**src/rtl/iq_interp_pkg.sv**
```systemverilog
package iq_interp_pkg;
  localparam int unsigned RATE_LOG  = 4;   // 16x overall
  localparam int unsigned HB_SHIFT  = 4;   // half-band weights are n/16
  localparam int unsigned HB_STAGES = 2;
  localparam int unsigned CIC_N     = 3;
  localparam int unsigned CIC_R_LOG = 2;
  localparam int unsigned CIC_GROW  = CIC_N * CIC_R_LOG;
  localparam int unsigned CIC_NORM  = (CIC_N - 1) * CIC_R_LOG;
endpackage

```
**src/rtl/iq_phase_ctl.sv**
```systemverilog
module iq_phase_ctl
  import iq_interp_pkg::*;
#(
  parameter int unsigned LAT = 32
) (
  input  logic clk_i,
  input  logic rst_ni,
  output logic take_o,
  output logic hb1_load_o,
  output logic hb1_odd_o,
  output logic hb2_shift_o,
  output logic hb2_load_o,
  output logic hb2_odd_o,
  output logic comb_o,
  output logic inj_o,
  output logic valid_o
);
  localparam int unsigned CW = $clog2(LAT + 1);

  logic [RATE_LOG-1:0] ph_q;
  logic [CW-1:0]       cnt_q;

  // ph resets to all ones so the first slot opens one edge after release
  always_ff @(posedge clk_i or negedge rst_ni) begin
    if (!rst_ni) begin
      ph_q  <= '1;
      cnt_q <= '0;
    end else begin
      ph_q <= ph_q + 1'b1;
      if (cnt_q != CW'(LAT)) cnt_q <= cnt_q + 1'b1;
    end
  end

  // schedule: shift(0) hb1 out(1,9) hb2 shift(2,10) hb2 out(3,7,11,15)
  // comb(0,4,8,12) inject(1,5,9,13)
  assign take_o      = (ph_q == '0);
  assign hb1_load_o  = (ph_q[2:0] == 3'd1);
  assign hb1_odd_o   = ph_q[3];
  assign hb2_shift_o = (ph_q[2:0] == 3'd2);
  assign hb2_load_o  = (ph_q[1:0] == 2'd3);
  assign hb2_odd_o   = ph_q[2];
  assign comb_o      = (ph_q[1:0] == 2'd0);
  assign inj_o       = (ph_q[1:0] == 2'd1);
  assign valid_o     = (cnt_q == CW'(LAT));
endmodule

```
**src/rtl/iq_hb2x.sv**
```systemverilog
module iq_hb2x
  import iq_interp_pkg::*;
#(
  parameter int unsigned IW = 12,
  parameter int unsigned OW = IW + 1
) (
  input  logic                 clk_i,
  input  logic                 rst_ni,
  input  logic                 shift_i,
  input  logic signed [IW-1:0] x_i,
  input  logic                 load_i,
  input  logic                 odd_i,
  output logic signed [OW-1:0] y_o
);
  localparam int unsigned TAPS = 4;
  localparam int unsigned AW   = IW + 6;

  logic signed [IW-1:0] h_q [TAPS];
  logic signed [AW-1:0] inner_w, outer_w, acc_w, mid_w, even_w;
  logic signed [OW-1:0] y_q;

  always_ff @(posedge clk_i or negedge rst_ni) begin
    if (!rst_ni) h_q[0] <= '0;
    else if (shift_i) h_q[0] <= x_i;
  end

  for (genvar k = 1; k < TAPS; k++) begin : g_hist
    always_ff @(posedge clk_i or negedge rst_ni) begin
      if (!rst_ni) h_q[k] <= '0;
      else if (shift_i) h_q[k] <= h_q[k-1];
    end
  end

  // odd phase: (-h0 + 9 h1 + 9 h2 - h3) / 16, even phase: h2 passed through
  assign inner_w = AW'(h_q[1]) + AW'(h_q[2]);
  assign outer_w = AW'(h_q[0]) + AW'(h_q[3]);
  assign acc_w   = (inner_w <<< 3) + inner_w - outer_w;
  assign mid_w   = acc_w >>> HB_SHIFT;
  assign even_w  = AW'(h_q[2]);

  always_ff @(posedge clk_i or negedge rst_ni) begin
    if (!rst_ni) y_q <= '0;
    else if (load_i) y_q <= odd_i ? OW'(mid_w) : OW'(even_w);
  end

  assign y_o = y_q;
endmodule

```
**src/rtl/iq_cic_interp.sv**
```systemverilog
module iq_cic_interp
  import iq_interp_pkg::*;
#(
  parameter int unsigned IW = 14,
  parameter int unsigned OW = 12
) (
  input  logic                 clk_i,
  input  logic                 rst_ni,
  input  logic                 comb_i,
  input  logic                 inj_i,
  input  logic signed [IW-1:0] x_i,
  output logic signed [OW-1:0] y_o
);
  localparam int unsigned CW = IW + CIC_GROW;
  localparam logic signed [CW-1:0] SAT_HI = CW'((64'sd1 <<< (OW - 1)) - 1);
  localparam logic signed [CW-1:0] SAT_LO = -CW'(64'sd1 <<< (OW - 1));

  logic signed [CW-1:0] c_w  [CIC_N+1];
  logic signed [CW-1:0] d_q  [CIC_N];
  logic signed [CW-1:0] ig_q [CIC_N];
  logic signed [CW-1:0] cr_q, u_w, sh_w;
  logic signed [OW-1:0] y_q;

  assign c_w[0] = CW'(x_i);

  for (genvar k = 0; k < CIC_N; k++) begin : g_comb
    assign c_w[k+1] = c_w[k] - d_q[k];
    always_ff @(posedge clk_i or negedge rst_ni) begin
      if (!rst_ni) d_q[k] <= '0;
      else if (comb_i) d_q[k] <= c_w[k];
    end
  end

  always_ff @(posedge clk_i or negedge rst_ni) begin
    if (!rst_ni) cr_q <= '0;
    else if (comb_i) cr_q <= c_w[CIC_N];
  end

  // zero-stuffing into the high-rate integrators
  assign u_w = inj_i ? cr_q : '0;

  for (genvar k = 0; k < CIC_N; k++) begin : g_integ
    if (k == 0) begin : g_first
      always_ff @(posedge clk_i or negedge rst_ni) begin
        if (!rst_ni) ig_q[k] <= '0;
        else ig_q[k] <= ig_q[k] + u_w;
      end
    end else begin : g_rest
      always_ff @(posedge clk_i or negedge rst_ni) begin
        if (!rst_ni) ig_q[k] <= '0;
        else ig_q[k] <= ig_q[k] + ig_q[k-1];
      end
    end
  end

  assign sh_w = ig_q[CIC_N-1] >>> CIC_NORM;

  always_ff @(posedge clk_i or negedge rst_ni) begin
    if (!rst_ni) y_q <= '0;
    else if (sh_w > SAT_HI) y_q <= OW'(SAT_HI);
    else if (sh_w < SAT_LO) y_q <= OW'(SAT_LO);
    else y_q <= OW'(sh_w);
  end

  assign y_o = y_q;
endmodule

```
**src/rtl/iq_interp16.sv**
```systemverilog
module iq_interp16
  import iq_interp_pkg::*;
#(
  parameter int unsigned DW  = 12,
  parameter int unsigned LAT = 32
) (
  input  logic          clk_i,
  input  logic          rst_ni,
  input  logic          in_valid_i,
  output logic          in_ready_o,
  input  logic [DW-1:0] in_i_i,
  input  logic [DW-1:0] in_q_i,
  output logic          out_valid_o,
  output logic [DW-1:0] out_i_o,
  output logic [DW-1:0] out_q_o
);
  localparam int unsigned NCH = 2;
  localparam int unsigned W1  = DW + 1;
  localparam int unsigned W2  = DW + HB_STAGES;

  logic take, hb1_load, hb1_odd, hb2_shift, hb2_load, hb2_odd, comb, inj;
  logic signed [DW-1:0] din  [NCH];
  logic signed [DW-1:0] dout [NCH];

  iq_phase_ctl #(.LAT(LAT)) i_ctl (
    .clk_i       (clk_i),
    .rst_ni      (rst_ni),
    .take_o      (take),
    .hb1_load_o  (hb1_load),
    .hb1_odd_o   (hb1_odd),
    .hb2_shift_o (hb2_shift),
    .hb2_load_o  (hb2_load),
    .hb2_odd_o   (hb2_odd),
    .comb_o      (comb),
    .inj_o       (inj),
    .valid_o     (out_valid_o)
  );

  // empty slot feeds zero
  assign din[0] = in_valid_i ? $signed(in_i_i) : '0;
  assign din[1] = in_valid_i ? $signed(in_q_i) : '0;

  for (genvar ch = 0; ch < NCH; ch++) begin : g_ch
    logic signed [W1-1:0] y1;
    logic signed [W2-1:0] y2;

    iq_hb2x #(.IW(DW), .OW(W1)) i_hb1 (
      .clk_i   (clk_i),
      .rst_ni  (rst_ni),
      .shift_i (take),
      .x_i     (din[ch]),
      .load_i  (hb1_load),
      .odd_i   (hb1_odd),
      .y_o     (y1)
    );

    iq_hb2x #(.IW(W1), .OW(W2)) i_hb2 (
      .clk_i   (clk_i),
      .rst_ni  (rst_ni),
      .shift_i (hb2_shift),
      .x_i     (y1),
      .load_i  (hb2_load),
      .odd_i   (hb2_odd),
      .y_o     (y2)
    );

    iq_cic_interp #(.IW(W2), .OW(DW)) i_cic (
      .clk_i  (clk_i),
      .rst_ni (rst_ni),
      .comb_i (comb),
      .inj_i  (inj),
      .x_i    (y2),
      .y_o    (dout[ch])
    );
  end

  assign in_ready_o = take;
  assign out_i_o    = dout[0];
  assign out_q_o    = dout[1];
endmodule

```
**config.mk**
```make
export PLATFORM = sky130hd
export DESIGN_NAME = iq_interp16
export DESIGN_NICKNAME = d
export VERILOG_FILES = /design/src/rtl/iq_interp_pkg.sv /design/src/rtl/iq_phase_ctl.sv /design/src/rtl/iq_hb2x.sv /design/src/rtl/iq_cic_interp.sv /design/src/rtl/iq_interp16.sv
export SDC_FILE = /design/constraint.sdc
export NUM_CORES = 1
export LEC_CHECK = 0
export BUFFER_PORTS_ARGS = -buffer_cell sky130_fd_sc_hd__buf_2
export CAP_MARGIN = 40
export CORE_MARGIN = 3
export CORE_UTILIZATION = 26
export DETAILED_ROUTE_END_ITERATION = 6
export GPL_TIMING_DRIVEN = 0
export PLACE_DENSITY = 0.38
export SLEW_MARGIN = 20
export SYNTH_ARGS = -nofsm -noshare
export SYNTH_HDL_FRONTEND = slang
export SYNTH_SLANG_ARGS = --single-unit
```
**constraint.sdc**
```tcl
create_clock -name clk_i -period 13.35 [get_ports clk_i]
set_clock_uncertainty 0.15 [all_clocks]
set_input_delay 2.67 -clock clk_i [delete_from_list [all_inputs] [get_ports clk_i]]
set_output_delay 2.67 -clock clk_i [all_outputs]
set_load 0.005 [all_outputs]
```
; After elaboration in Yosys (flattened, before gate mapping)
; Cells that the tools add are included.
[totals]
reg_bits = 556
out_inout_bits = 26
[classes]
mux = 12
order_cmp = 4
n_addsub = 30
n_eq_ne = 6
reduce_logical = 2
[op_table]
columns = op, n
row1 = $add 20x20->20, 6
row2 = $sub 20x20->20, 4
row3 = $mux 12, 6
row4 = $add 13x13->14, 4
row5 = $add 12x12->13, 4
row6 = $mux 20, 2
row7 = $add 17x14->18, 2
row8 = $sub 18x18->18, 2
row9 = $add 16x13->17, 2
row10 = $sub 17x17->17, 2
row11 = $gt 16x12->1 const B, 2
row12 = $lt 16x12->1 const B, 2
row13 = $sub 14x14->15, 2
row14 = $mux 14, 2
row15 = $mux 13, 2
row16 = $add 6x1->6 const B, 1
row17 = $eq 6x6->1 const B, 1
row18 = $ne 6x6->1 const B, 1
row19 = $add 4x1->4 const B, 1
row20 = $logic_not 4->1, 1
row21 = $eq 3x1->1 const B, 1
row22 = $eq 3x2->1 const B, 1
row23 = $eq 2x1->1 const B, 1
row24 = $eq 2x2->1 const B, 1
row25 = $logic_not 2->1, 1

; Longest topological paths before layout
; Gate-level depths: netlist of run 1.
[logic_depth]
word_depth = 4
ltp_mapped = 28

; Cells and area by module
; From an unflattened synthesis of run 1, not the netlist that was laid out.
[hier_totals]
cells_unflattened = 3773
area_unflattened_um2 = 37410.9
[modules_own_cells]
columns = mod, area_per_inst_um2, instances, cells_each, seq_area_each_um2
row1 = iq_cic_interp at g_ch[0].i_cic, 9420.3, 1, 995, 3428.3
row2 = iq_cic_interp at g_ch[1].i_cic, 9379.0, 1, 1026, 3428.3
row3 = iq_hb2x at g_ch[0].i_hb2, 4688.2, 1, 450, 1651.6
row4 = iq_hb2x at g_ch[1].i_hb2, 4556.9, 1, 417, 1651.6
row5 = iq_hb2x at g_ch[1].i_hb1, 4346.7, 1, 407, 1526.5
row6 = iq_hb2x at g_ch[0].i_hb1, 4316.6, 1, 413, 1526.5
row7 = iq_phase_ctl, 508.0, 1, 39, 255.2
row8 = iq_interp16, 195.2, 1, 26, 0.0

; Worst setup path before layout of run 1
; Ideal clock, no wire load.
[synth_timing]
path_kind = flip-flop to flip-flop
start = reg g_ch[0].i_hb2.h_q, in the netlist g_ch[0].i_hb2.even_w[0]
end = reg g_ch[0].i_hb2.y_q[13]
path_stages_with_launch = 21
n_path_buf = 0
synth_period_minus_slack_ns = 5.079
slack_ns = 8.271
setup_ns = 0.120
t_required_ns = 13.080
arrival_ns = 4.809
cell_sequence = dfrtp_1 > ha_1 > fa_1 > a21o_1 > a21oi_1 > o21bai_1 > a211o_1 > a31oi_1 > xnor2_1 > inv_1 > fa_1 > inv_1 > fa_1 > ha_1 > or4_1 > o22a_1 > nand3_1 > a32oi_1 > xnor2_1 > xnor2_1 > a31o_2
[synth_between]
elab_chain_cells = 4
[synth_lines]
columns = element, line_no
row1 = "start, declared", iq_hb2x.sv:18  ; logic signed [IW-1:0] h_q [TAPS];
row2 = "start signal, assigned by index", iq_hb2x.sv:30  ; else if (shift_i) h_q[k] <= h_q[k-1];
row3 = $add 13x13->14, iq_hb2x.sv:35  ; assign inner_w = AW'(h_q[1]) + AW'(h_q[2]);
row4 = $add 17x14->18, iq_hb2x.sv:37  ; assign acc_w = (inner_w <<< 3) + inner_w - outer_w;
row5 = $sub 18x18->18, iq_hb2x.sv:37
row6 = $mux 14, iq_hb2x.sv:43  ; else if (load_i) y_q <= odd_i ? OW'(mid_w) : OW'(even_w);
row7 = "end signal, assigned", iq_hb2x.sv:43
row8 = "end, declared", iq_hb2x.sv:20  ; logic signed [OW-1:0] y_q;
; No other way between the ends.
; A chain may end at the register's enable or synchronous reset.

; Final worst setup path of run 1
[layout_timing]
start = reg i_ctl.ph_q[0]
end = out in_ready_o
[layout_between]
elab_chain_cells = 1
[layout_lines]
columns = element, line_no
row1 = "start, declared", iq_phase_ctl.sv:20  ; logic [RATE_LOG-1:0] ph_q;
row2 = "start signal, assigned", iq_phase_ctl.sv:29  ; ph_q <= ph_q + 1'b1;
row3 = $logic_not 4->1, iq_phase_ctl.sv:36  ; assign take_o = (ph_q == '0);
row4 = "end, declared", iq_interp16.sv:10  ; output logic in_ready_o,
; No other way between the ends.

==> results.txt, run 1 <==
----------------------------------------------------
[Critical path]
  CP required ... approximately 11 ns
  Endpoint class of the critical path ... primary output
  Length in cells of the worst reg-to-reg path ... 25
  Reg-to-reg endpoint ... g_ch[1].i_cic.cr_q[16]
  Worst Path Arrival ... around 3.7 ns
  Setup crit start kind ... register
  Cell breakdown of the critical path ... inv_1, ha_1, clkbuf_1, inv_1, or3_1, inv_1, clkbuf_1, clkbuf_1, buf_2
  Worst reg2reg setup slack ... around 7.4 ns
  Worst Setup Path Type ... reg -> out
  Critical path startpoint ... i_ctl.ph_q[0]
  Capture point of the critical path ... in_ready_o
  Critical Path Slowest Stage Cell ... sky130_fd_sc_hd__clkbuf_1
  Biggest cell delay along the critical path ... about 0.60 ns
  R2r startpoint ... g_ch[1].i_hb2.y_o[0]
  Critical-path maximum fanout ... 10

[Timing]
  F_max ... around 150 MHz
  Number of endpoints with negative hold slack in the final report ... 0
  Clock period minus final worst setup slack ... approximately 6.5 ns
  RSZ-0062 raised after global routing ... no
  Final-report max-slew violation count ... 0
  Portion of the clock cycle consumed by the worst path in the final layout ... 49.0%
  Setup violation total in the final timing report ... 0
  Headroom to the max-slew limit ... a little over two fifths
  Post-route setup TNS ... 0 ns
  Worst hold margin ... roughly 0.32 ns
  Slew at the pin closest to its max-slew limit ... 0.850 ns

[Placed design]
  Placer's final routability congestion estimate ... 0.775
  # port buffers ... 52
  Placed cells ... between 5,000 and 6,000
  Dpl hpwl ... approximately 65,000 um

[Clock tree]
  Later-pin clock latency in the skew report ... roughly 0.65 ns
  Number of buffers added to fix hold violations after cts ... 0
  Maximum count of clock buffers along a single path ... 3
  TritonCTS clock tree ... done
  Clock transition at the register clock pins on the worst setup and hold paths after CTS ... about 0.060 ns
  Count of instances resized after the clock tree is built ... 0
  CTS Buf Count ... between 70 and 80
  Post-CTS setup buffers ... 0
  Max H-tree Level ... 3
  Num Clock Sinks ... around 550
  Clock tree root driver cell ... sky130_fd_sc_hd__clkbuf_16

[Outcome]
  Result of the run ... completed

[Yosys]
  Cell area after synthesis ... 35,600 sq um
  Yosys top cell by area ... sky130_fd_sc_hd__dfrtp_1
  Share of synthesized area occupied by flip-flops and latches ... approximately two fifths
  Most frequently used flop master after synthesis ... sky130_fd_sc_hd__dfrtp_1
  Most instantiated cells after synthesis ... 542 x sky130_fd_sc_hd__dfrtp_1, 420 x sky130_fd_sc_hd__nand2_1, 364 x sky130_fd_sc_hd__inv_1, 344 x sky130_fd_sc_hd__ha_1, 234 x sky130_fd_sc_hd__xnor2_1
  Cell with the most instances after synthesis ... sky130_fd_sc_hd__dfrtp_1
  Syn Inst Count ... 3,623
  Post-synth net total ... approximately 4,000
  Area share of the largest cell type after synthesis ... a little under two fifths
  Total of warnings raised by yosys ... 0
  EDFF count, synth ... 0
  Ys async rst share ... 100%
  Distinct cells, synth ... 74
  Synth Area per Inst ... approximately 10 sq um
  Cell types with the largest area share after synthesis ... sky130_fd_sc_hd__dfrtp_1 38%, sky130_fd_sc_hd__ha_1 12%, sky130_fd_sc_hd__fa_1 7.0%
  Total of flip-flops plus latches after synthesis ... about 550

[Floorplanning]
  Number of placed I/O pins ... 53
  Number of core rows ... 135
  Die Span Y ... between 300 and 400 um
  Total die area ... ~140,000 sq um
  Core area ... ~140,000 sq um
  Effective utilization at floorplan ... 26.2%
  Horizontal die dimension ... around 380 um

[Finish]
  Final Util ... 30.0%
  Number of diodes ... 0
  Non-filler instance count after layout ... about 5,600
  Final-layout fill cell count ... between 10,000 and 15,000
  Final net count ... around 4,300
  Synth-to-layout area growth ... 14.4%
  Proportion of layout cells with a drive suffix above 1 ... 9.31%

[Global route]
  Overflow left after global routing ... 0
  First-pass GRT wire length ... between 100,000 and 150,000 um
  Maximum number of pins on one net before global-route repair ... 90
  Number of antenna violations at the first check in global routing ... 1
  Global routing usage summed across all routing layers ... between 10% and 20%
  Via count of the first global-routing pass ... 25,700

[Drt]
  # DRC ... 0
  Ratio of routed vias to standard cells ... between 4 and 5
  Number of nets with antenna violations after detailed routing ... 0
  Mean routed wirelength per cell ... 14.8 um
  First-pass DRT Iterations ... 7
  DR iter-0 viols ... around 780
  Vias after detailed routing ... between 20,000 and 25,000
  Total length of routed wires ... 82,800 um

[Flow run]
  Max_cap viols ... 0

[Worst hold path]
  HP Class ... reg -> reg

----------------------------------------------------
## state kept, by name, summed over array words and instances, names as in the netlist, 24 cells and up
signal             cells
g_ch.i_cic.ig_q      120
g_ch.i_hb1.even_w     24
g_ch.i_cic.cr_q       40
g_ch.i_hb2.y_o        28
g_ch.i_cic.d_q        98
g_ch.i_hb1.h_q        72
g_ch.i_hb2.h_q        78
g_ch.i_hb2.even_w     26
g_ch.i_cic.y_o        24
g_ch.i_hb1.y_o        26
## per-stage QoR
step / setup slack [ns] / area (sq um)
6_report: 6.81 / 40700
2_1_floorplan: 8.27 / 35600
5_1_grt: 6.53 / 40700
3_5_place_dp: 7.29 / 38300
4_1_cts: 6.69 / 40700
3_3_place_gp: -3.35 / 38100
## layout by cell type, fill, tap and decap left out, drive strengths merged, types with 9 or more instances in the layout
cell      n
ha      344
a21oi   221
o21ai   206
buf      73
clkinv   10
nor3     51
mux2    138
o21bai   38
o21a     58
and3     41
o41ai    10
xor2     63
nor2b    43
dfrtp   542
xnor2   234
and2     46
or3      24
nand3    75
o31ai    21
inv     368
nand2   420
a31oi    21
a21boi   11
a211o     9
mux2i    33
nand2b   21
a211oi   23
a21o     79
fa      124
nor2    174
or2      12
clkbuf  185
a31o     14
## cell type report
cell class	count	area [sq um]	area share (%)
tap	1781	2230	5.47
clock inverter	21	253	0.621
clock buffer	106	2140	5.26
multi-input combinational	2625	20200	49.7
buffer	87	327	0.802
sequential	546	13700	33.6
timing repair buffer	65	518	1.27
inverter	365	1370	3.36
## worst max-delay path: cells and delay by family, from the launching register on
family | cells | cell delay [ns]
AND/OR/NAND/NOR | 1 | 0.44
adder cells (fa/ha/maj) | 1 | 0.16
buffers and inverters | 7 | 2.07
flip-flops | 1 | 0.39
## how the worst min path moves through the flow
stage                           start                     end  slack [ns]  depth (start not counted)
6_report               i_ctl.cnt_q[5]          i_ctl.cnt_q[5]        0.32                          1
5_1_grt        g_ch[0].i_cic.cr_q[10]  g_ch[0].i_cic.cr_q[10]        0.33                          1
4_1_cts                i_ctl.cnt_q[5]          i_ctl.cnt_q[5]        0.32                          1
3_5_place_dp           i_ctl.cnt_q[5]          i_ctl.cnt_q[5]        0.31                          1
3_3_place_gp   g_ch[1].i_cic.cr_q[11]  g_ch[1].i_cic.cr_q[11]        0.31                          2
2_1_floorplan  g_ch[1].i_cic.cr_q[12]  g_ch[1].i_cic.cr_q[12]        0.28                          2
## layer usage
layer / global-route usage [%] / wire, um
met5: 0 / 0
met4: 3.03 / 1910
met3: 2.01 / 2010
met2: 21.8 / 41300
met1: 14.7 / 37600
## logic make-up after synthesis
logic type | share of synthesized area, %
xor gates and xnor gates | 7.37
DFF | 38.4
and+or+nand+nor | 11.7
buffers and inverters | 4.77
muxes | 5.29
AOI/OAI and AO/OA | 13.3
adders and majority gates | 19.1
Power of run 1 is left out: the tool's default activity adds up to more than one toggle a clock period on the data nets, which glitch-free logic cannot reach.
==> inputs of run 2 (changes only) <==
--- a/config.mk
+++ b/config.mk
@@ -11,7 +11,7 @@
 export CORE_UTILIZATION = 26
 export DETAILED_ROUTE_END_ITERATION = 6
 export GPL_TIMING_DRIVEN = 0
-export PLACE_DENSITY = 0.38
+export PLACE_DENSITY = 0.39
 export SLEW_MARGIN = 20
 export SYNTH_ARGS = -nofsm -noshare
 export SYNTH_HDL_FRONTEND = slang
==> constraint.sdc (replaced) <==
create_clock -name clk_i -period 6 [get_ports clk_i]
set_clock_uncertainty 0.15 [all_clocks]
set_input_delay 1.2 -clock clk_i [delete_from_list [all_inputs] [get_ports clk_i]]
set_output_delay 1.2 -clock clk_i [all_outputs]
set_load 0.005 [all_outputs]
==> results.txt, run 2 (synthesis gave the netlist of run 1 again) <==
----------------------------------------------------
[Finish]
  Final net count ... 4,259 (was 4,257)
  Number of diodes ... 0 (unchanged)
  Top library cells by usage in the layout, fill and taps aside ... 542 x sky130_fd_sc_hd__dfrtp_1, 420 x sky130_fd_sc_hd__nand2_1, 364 x sky130_fd_sc_hd__inv_1, 344 x sky130_fd_sc_hd__ha_1, 233 x sky130_fd_sc_hd__xnor2_1 (was 542 x sky130_fd_sc_hd__dfrtp_1, 420 x sky130_fd_sc_hd__nand2_1, 364 x sky130_fd_sc_hd__inv_1, 344 x sky130_fd_sc_hd__ha_1, 234 x sky130_fd_sc_hd__xnor2_1)
  Commonest non-fill, non-tap cell in the layout ... sky130_fd_sc_hd__dfrtp_1 (unchanged)
  Proportion of layout cells with a drive suffix above 1 ... 9.79% (was 9.31%)
  Final Util ... 30.1% (was 30.0%)
  Synth-to-layout area growth ... 14.8% (was 14.4%)
  Largest Register ... g_ch.i_cic.ig_q (unchanged)
  Footprint of the flip-flops and latches ... 13,700 sq um (unchanged)
  Design Area, Final ... 40,900 sq um (was 40,700 sq um)
  Biggest registers after layout ... g_ch.i_cic.ig_q x120, g_ch.i_cic.d_q x98, g_ch.i_hb2.h_q x78 (unchanged)
  Max reg flops ... 120 (unchanged)
  Final-layout fill cell count ... 14,200 (was 14,300)
  Non-filler instance count after layout ... 5,590 (was 5,596)
  Area of combinational cells with multiple inputs ... 20,300 sq um (was 20,200 sq um)

[Drt]
  # DRC ... 0 (unchanged)
  Mean routed wirelength per cell ... 14.7 um (was 14.8 um)
  Ratio of routed vias to standard cells ... 4.36 (was 4.34)
  Total length of routed wires ... 82,100 um (was 82,800 um)
  Vias after detailed routing ... 24,300 (about the same)
  DR iter-0 viols ... 834 (was 779)
  First-pass DRT Iterations ... 4 (was 7)
  Number of nets with antenna violations after detailed routing ... 0 (unchanged)

[Clock tree]
  Clock transition at the register clock pins on the worst setup and hold paths after CTS ... 0.06 ns (about the same)
  CTS Buf Count ... 70 (was 72)
  Number of buffers added to fix hold violations after cts ... 0 (unchanged)
  Clock tree root driver cell ... sky130_fd_sc_hd__clkbuf_16 (unchanged)
  TritonCTS clock tree ... done (unchanged)
  Max H-tree Level ... 3 (unchanged)
  Later-pin clock latency in the skew report ... 0.65 ns (about the same)
  Maximum count of clock buffers along a single path ... 3 (unchanged)
  Num Clock Sinks ... 546 (unchanged)

[Timing]
  Number of endpoints with negative hold slack in the final report ... 0 (unchanged)
  Clock period minus final worst setup slack ... 5.62 ns
  Final-report max-slew violation count ... 0 (unchanged)
  Headroom to the max-slew limit ... 45.4% (was 42.6%)
  Slew at the pin closest to its max-slew limit ... 0.819 ns (was 0.850 ns)
  Portion of the clock cycle consumed by the worst path in the final layout ... approximately 94%
  Setup violation total in the final timing report ... 0 (unchanged)
  RSZ-0062 raised after global routing ... yes (was no)
  F_max ... roughly 180 MHz

[Placed design]
  # port buffers ... 52 (unchanged)
  Placer's final routability congestion estimate ... 0.776 (was 0.775)
  Dpl hpwl ... 64,400 um (was 64,600 um)
  Placed cells ... 5,471 (was 5,469)
  Placed cell areas ... 38,400 sq um (was 38,300 sq um)

[Global route]
  First-pass GRT wire length ... 136,000 um (was 138,000 um)
  Overflow left after global routing ... 0 (unchanged)
  Maximum number of pins on one net before global-route repair ... 84 (was 90)
  Global routing usage summed across all routing layers ... 11.9% (was 12.0%)
  Via count of the first global-routing pass ... 25,200 (was 25,700)
  Number of antenna violations at the first check in global routing ... 0 (was 1)

[Critical path]
  Biggest cell delay along the critical path ... 0.49 ns (was 0.60 ns)
  Endpoint class of the critical path ... register (was primary output)
  CP required ... 6.38 ns (was 10.53 ns)
  Worst Setup Path Type ... reg -> reg (was reg -> out)
  Cell breakdown of the critical path ... ha_1, fa_1, a21o_1, a21oi_1, o21bai_1, a211o_1, a31oi_1, xnor2_1, inv_1, fa_1, inv_1, fa_1, ha_1, or4_1, o22a_1, nand3_1, a32oi_1, xnor2_1, xnor2_1, a31o_2 (was inv_1, ha_1, clkbuf_1, inv_1, or3_1, inv_1, clkbuf_1, clkbuf_1, buf_2)
  Critical Path Slowest Stage Cell ... sky130_fd_sc_hd__fa_1 (was sky130_fd_sc_hd__clkbuf_1)
  Critical-path maximum fanout ... 4 (was 10)
  Setup crit start kind ... register (unchanged)
  Worst Path Arrival ... 6.00 ns (was 3.72 ns)

[Outcome]
  Result of the run ... completed (unchanged)

[Floorplanning]
  Number of placed I/O pins ... 53 (unchanged)
  Effective utilization at floorplan ... 26.2% (unchanged)
  Die Span Y ... 376 um (unchanged)
  Total die area ... 141,000 sq um (unchanged)
  Horizontal die dimension ... 376 um (unchanged)
  Core area ... 136,000 sq um (unchanged)
  Number of core rows ... 135 (unchanged)

[Flow run]
  Max_cap viols ... 0 (unchanged)

[Worst hold path]
  HP Class ... in -> async (was reg -> reg)

----------------------------------------------------
run 2: cell types whose count changed in the layout (fill, tap and decap cells not counted), sizes merged:
cell,before,now
clkinv,10,11
clkbuf,185,178
buf,73,77
inv,368,364
clkinvlp,3,1
bufinv,5,7
run 2: through the flow:
step | setup slack (ns) | hold WS (ns) | TNS, ns
CTS | 0.0594 | 0.264 | 0
finish | 0.381 | 0.312 | 0
floorplan | 0.921 | 0.285 | 0
detailed placement | -0.0958 | 0.314 | -0.0958
global route | -0.00852 | 0.288 | -0.00852
global placement | -9.20 | 0.310 | -4901.40
run 2: worst max-delay path, delay by kind of cell (launching register included):
family	cells	cell delay (ns)
adder cells (fa/ha/maj)	5	1.90
AO/OA/AOI/OAI	8	1.71
flip-flops	1	0.44
AND/OR/NAND/NOR	2	0.62
buffers and inverters	2	0.15
XOR/XNOR	3	0.54
run 2: final timing paths:
check / from / end / slack [ns] / cells after the start
setup / recovery: g_ch[0].i_hb2.even_w[0] / g_ch[0].i_hb2.y_o[13] / 0.38 / 20
max in group asynchronous: rst_ni / g_ch[1].i_hb1.h_q[4] / 3.55 / 5
setup reg to reg: g_ch[0].i_hb2.even_w[0] / g_ch[0].i_hb2.y_o[13] / 0.38 / 20
min in group clk_i: g_ch[1].i_cic.cr_q[11] / g_ch[1].i_cic.cr_q[11] / 0.32 / 2
hold reg to reg: g_ch[1].i_cic.cr_q[11] / g_ch[1].i_cic.cr_q[11] / 0.32 / 2
hold / removal: rst_ni / g_ch[0].i_cic.ig_q[1] / 0.31 / 1
run 2: final cells by class:
| type | instances | share of cell area, % |
|---|---|---|
| Clock buffer | 99 | 5.15 |
| Inverter | 365 | 3.35 |
| Buffer | 87 | 0.799 |
| Tap cell | 1781 | 5.45 |
| Timing Repair Buffer | 69 | 1.44 |
| Clock inverter | 18 | 0.664 |
| Sequential cell | 546 | 33.4 |
| Multi-Input combinational cell | 2625 | 49.7 |
run 2: repair_timing:
item	in CTS	in global routing
resized for setup	2	18
setup buffers	0	2
setup endpoints to repair	3	12
pin swaps	0	2
run 2: metal layers:
layer / track usage (%) / share of wire (%) / vias to the layer above
met2: 21.1 / 49 / 180
met5: 0 / 0 / -
met3: 2.16 / 2.6 / 107
li1: - / - / 12600
met1: 14.9 / 46 / 11400
met4: 2.86 / 2.2 / 0
Power of run 2 is left out for the same reason.
==> inputs of run 3 (changes only) <==
--- a/config.mk
+++ b/config.mk
@@ -12,6 +12,7 @@
 export DETAILED_ROUTE_END_ITERATION = 6
 export GPL_TIMING_DRIVEN = 0
 export PLACE_DENSITY = 0.39
+export RECOVER_POWER = 25
 export SLEW_MARGIN = 20
 export SYNTH_ARGS = -nofsm -noshare
 export SYNTH_HDL_FRONTEND = slang
==> results.txt, run 3 (synthesis gave the netlist of run 1 again) <==
----------------------------------------------------
[Timing]
  Final-report max-slew violation count ... 169 (was 0)
  Clock period minus final worst setup slack ... 5.62 ns (about the same)
  F_max ... 178 MHz (about the same)
  Post-route setup TNS ... 0 ns (unchanged)
  Setup violation total in the final timing report ... 0 (unchanged)
  Worst hold margin ... 0.321 ns (was 0.312 ns)
  Number of endpoints with negative hold slack in the final report ... 0 (unchanged)
  RSZ-0062 raised after global routing ... yes (unchanged)
  Portion of the clock cycle consumed by the worst path in the final layout ... 93.7% (about the same)
  Headroom to the max-slew limit ... -87.5% (was 45.4%)
  Slew at the pin closest to its max-slew limit ... 2.81 ns (was 0.819 ns)

[Critical path]
  Length in cells of the worst reg-to-reg path ... 20 (unchanged)
  Worst Setup Path Type ... reg -> reg (unchanged)
  Setup crit start kind ... register (unchanged)
  Critical-path maximum fanout ... 4 (unchanged)
  Worst Path Arrival ... 6.00 ns (about the same)
  Worst reg2reg setup slack ... 0.38 ns (about the same)
  R2r startpoint ... g_ch[0].i_hb2.even_w[0] (unchanged)
  CP required ... 6.38 ns (about the same)
  Reg-to-reg endpoint ... g_ch[0].i_hb2.y_o[13] (unchanged)
  Endpoint class of the critical path ... register (unchanged)

[Drt]
  Number of nets with antenna violations after detailed routing ... 0 (unchanged)
  DR iter-0 viols ... 826 (was 834)
  Total length of routed wires ... 82,100 um (about the same)
  Ratio of routed vias to standard cells ... 4.35 (was 4.36)
  Vias after detailed routing ... 24,300 (about the same)
  First-pass DRT Iterations ... 4 (unchanged)
  Mean routed wirelength per cell ... 14.7 um (about the same)
  # DRC ... 0 (unchanged)

[Floorplanning]
  Total die area ... 141,000 sq um (unchanged)
  Number of placed I/O pins ... 53 (unchanged)
  Number of core rows ... 135 (unchanged)
  Effective utilization at floorplan ... 26.2% (unchanged)
  Horizontal die dimension ... 376 um (unchanged)
  Die Span Y ... 376 um (unchanged)
  Core area ... 136,000 sq um (unchanged)

[Finish]
  Biggest registers after layout ... g_ch.i_cic.ig_q x120, g_ch.i_cic.d_q x98, g_ch.i_hb2.h_q x78 (unchanged)
  Top library cells by usage in the layout, fill and taps aside ... 542 x sky130_fd_sc_hd__dfrtp_1, 420 x sky130_fd_sc_hd__nand2_1, 364 x sky130_fd_sc_hd__inv_1, 344 x sky130_fd_sc_hd__ha_1, 233 x sky130_fd_sc_hd__xnor2_1 (unchanged)
  Design Area, Final ... 40,800 sq um (was 40,900 sq um)
  Proportion of layout cells with a drive suffix above 1 ... 9.74% (was 9.79%)
  Largest Register ... g_ch.i_cic.ig_q (unchanged)
  Number of diodes ... 0 (unchanged)
  Commonest non-fill, non-tap cell in the layout ... sky130_fd_sc_hd__dfrtp_1 (unchanged)
  Synth-to-layout area growth ... 14.6% (was 14.8%)
  Non-filler instance count after layout ... 5,590 (unchanged)
  Final net count ... 4,259 (unchanged)
  Max reg flops ... 120 (unchanged)

[Worst hold path]
  Instance count along the most critical hold path ... 2
  Worst Min Path Start ... g_ch[1].i_cic.cr_q[11]
  WHS Endpoint ... g_ch[1].i_cic.cr_q[11]
  HP Class ... reg -> reg (was in -> async)

[Clock tree]
  Max H-tree Level ... 3 (unchanged)
  Clock transition at the register clock pins on the worst setup and hold paths after CTS ... 0.06 ns (about the same)
  Later-pin clock latency in the skew report ... 0.65 ns (about the same)
  TritonCTS clock tree ... done (unchanged)
  Num Clock Sinks ... 546 (unchanged)
  Maximum count of clock buffers along a single path ... 3 (unchanged)
  Number of buffers added to fix hold violations after cts ... 0 (unchanged)
  CTS Buf Count ... 70 (unchanged)
  Clock tree root driver cell ... sky130_fd_sc_hd__clkbuf_16 (unchanged)

[Outcome]
  Failing checks ... capacitance limit, slew limit
  Result of the run ... finished with violations (was completed)

[Global route]
  First-pass GRT wire length ... 136,000 um (unchanged)
  Overflow left after global routing ... 0 (unchanged)
  Maximum number of pins on one net before global-route repair ... 84 (unchanged)
  Global routing usage summed across all routing layers ... 11.9% (unchanged)
  Via count of the first global-routing pass ... 25,200 (unchanged)
  Number of antenna violations at the first check in global routing ... 0 (unchanged)

[Flow run]
  Max_cap viols ... 3 (was 0)

[Placed design]
  Placer's final routability congestion estimate ... 0.776 (unchanged)
  Dpl hpwl ... 64,400 um (unchanged)
  Placed cells ... 5,471 (unchanged)
  Placed cell areas ... 38,400 sq um (unchanged)
  # port buffers ... 52 (unchanged)

----------------------------------------------------
## run 3: changes by cell type in the layout (fill, tap and decap cells not counted), sizes merged
| cell | before | now |
|---|---|---|
| buf | 77 | 73 |
| clkbuf | 178 | 182 |
## run 3: metrics by stage
| stage | util, % | setup slack (ns) |
|---|---|---|
| after floorplan | - | 0.921 |
| after global placement | 28.1 | -9.20 |
| after detailed placement | 28.3 | -0.0958 |
| after CTS | 30.1 | 0.0594 |
| after global routing | 30.1 | -0.00852 |
| final | 30.1 | 0.380 |
## run 3: what timing repair did
| item | CTS | global route |
|---|---|---|
| buffers inserted | 0 | 2 |
| setup endpoints to repair | 3 | 12 |
| resized for setup | 2 | 18 |
| pin swaps | 0 | 2 |
| gates cloned | 0 | 0 |
## run 3: worst max-delay path by stage
stage	to	cells after the start	slack (ns)	start
detailed placement	g_ch[1].i_cic.cr_q[16]	25	-0.1	g_ch[1].i_hb2.y_o[0]
global placement	g_ch[1].i_hb1.h_q[4]	1	-9.20	rst_ni
floorplan	g_ch[0].i_hb2.y_o[13]	20	0.92	g_ch[0].i_hb2.even_w[0]
finish	g_ch[0].i_hb2.y_o[13]	20	0.38	g_ch[0].i_hb2.even_w[0]
CTS	g_ch[1].i_cic.cr_q[16]	25	0.06	g_ch[1].i_hb2.y_o[0]
global route	g_ch[1].i_cic.cr_q[16]	25	-0.009	g_ch[1].i_hb2.y_o[0]
## run 3: final cells by class
| cell class | instances | area, sq um |
|---|---|---|
| fillers | 14300 | 94900 |
| multi-input cells | 2625 | 20300 |
| flip-flops and latches | 546 | 13700 |
| well taps | 1781 | 2230 |
| clock buffers | 99 | 2100 |
| inverters | 365 | 1370 |
| repair buffers | 69 | 509 |
| plain buffers | 87 | 327 |
| clock inverters | 18 | 272 |
## run 3: per-layer routing
metal	wire length (um)	track usage [%]	vias to the layer above
met5	0	0	-
met4	1770	2.86	0
met3	2140	2.16	107
met2	40500	21.1	175
met1	37700	14.9	11400
li1	-	-	12600
## run 3: worst max-delay path: stages, from the launching register on
cell                       delay [ns]
sky130_fd_sc_hd__dfrtp_1         0.44
sky130_fd_sc_hd__ha_1            0.27
sky130_fd_sc_hd__fa_1            0.42
sky130_fd_sc_hd__a21o_1          0.18
sky130_fd_sc_hd__a21oi_1         0.21
sky130_fd_sc_hd__o21bai_1        0.12
sky130_fd_sc_hd__a211o_1         0.31
sky130_fd_sc_hd__a31oi_1         0.26
sky130_fd_sc_hd__xnor2_1         0.23
sky130_fd_sc_hd__inv_1           0.09
sky130_fd_sc_hd__fa_1            0.49
sky130_fd_sc_hd__inv_1           0.06
sky130_fd_sc_hd__fa_1            0.48
sky130_fd_sc_hd__ha_1            0.24
sky130_fd_sc_hd__or4_1           0.47
sky130_fd_sc_hd__o22a_1          0.25
sky130_fd_sc_hd__nand3_1         0.15
sky130_fd_sc_hd__a32oi_1         0.12
sky130_fd_sc_hd__xnor2_1         0.15
sky130_fd_sc_hd__xnor2_1         0.16
sky130_fd_sc_hd__a31o_2          0.26
Power of run 3 is left out for the same reason.
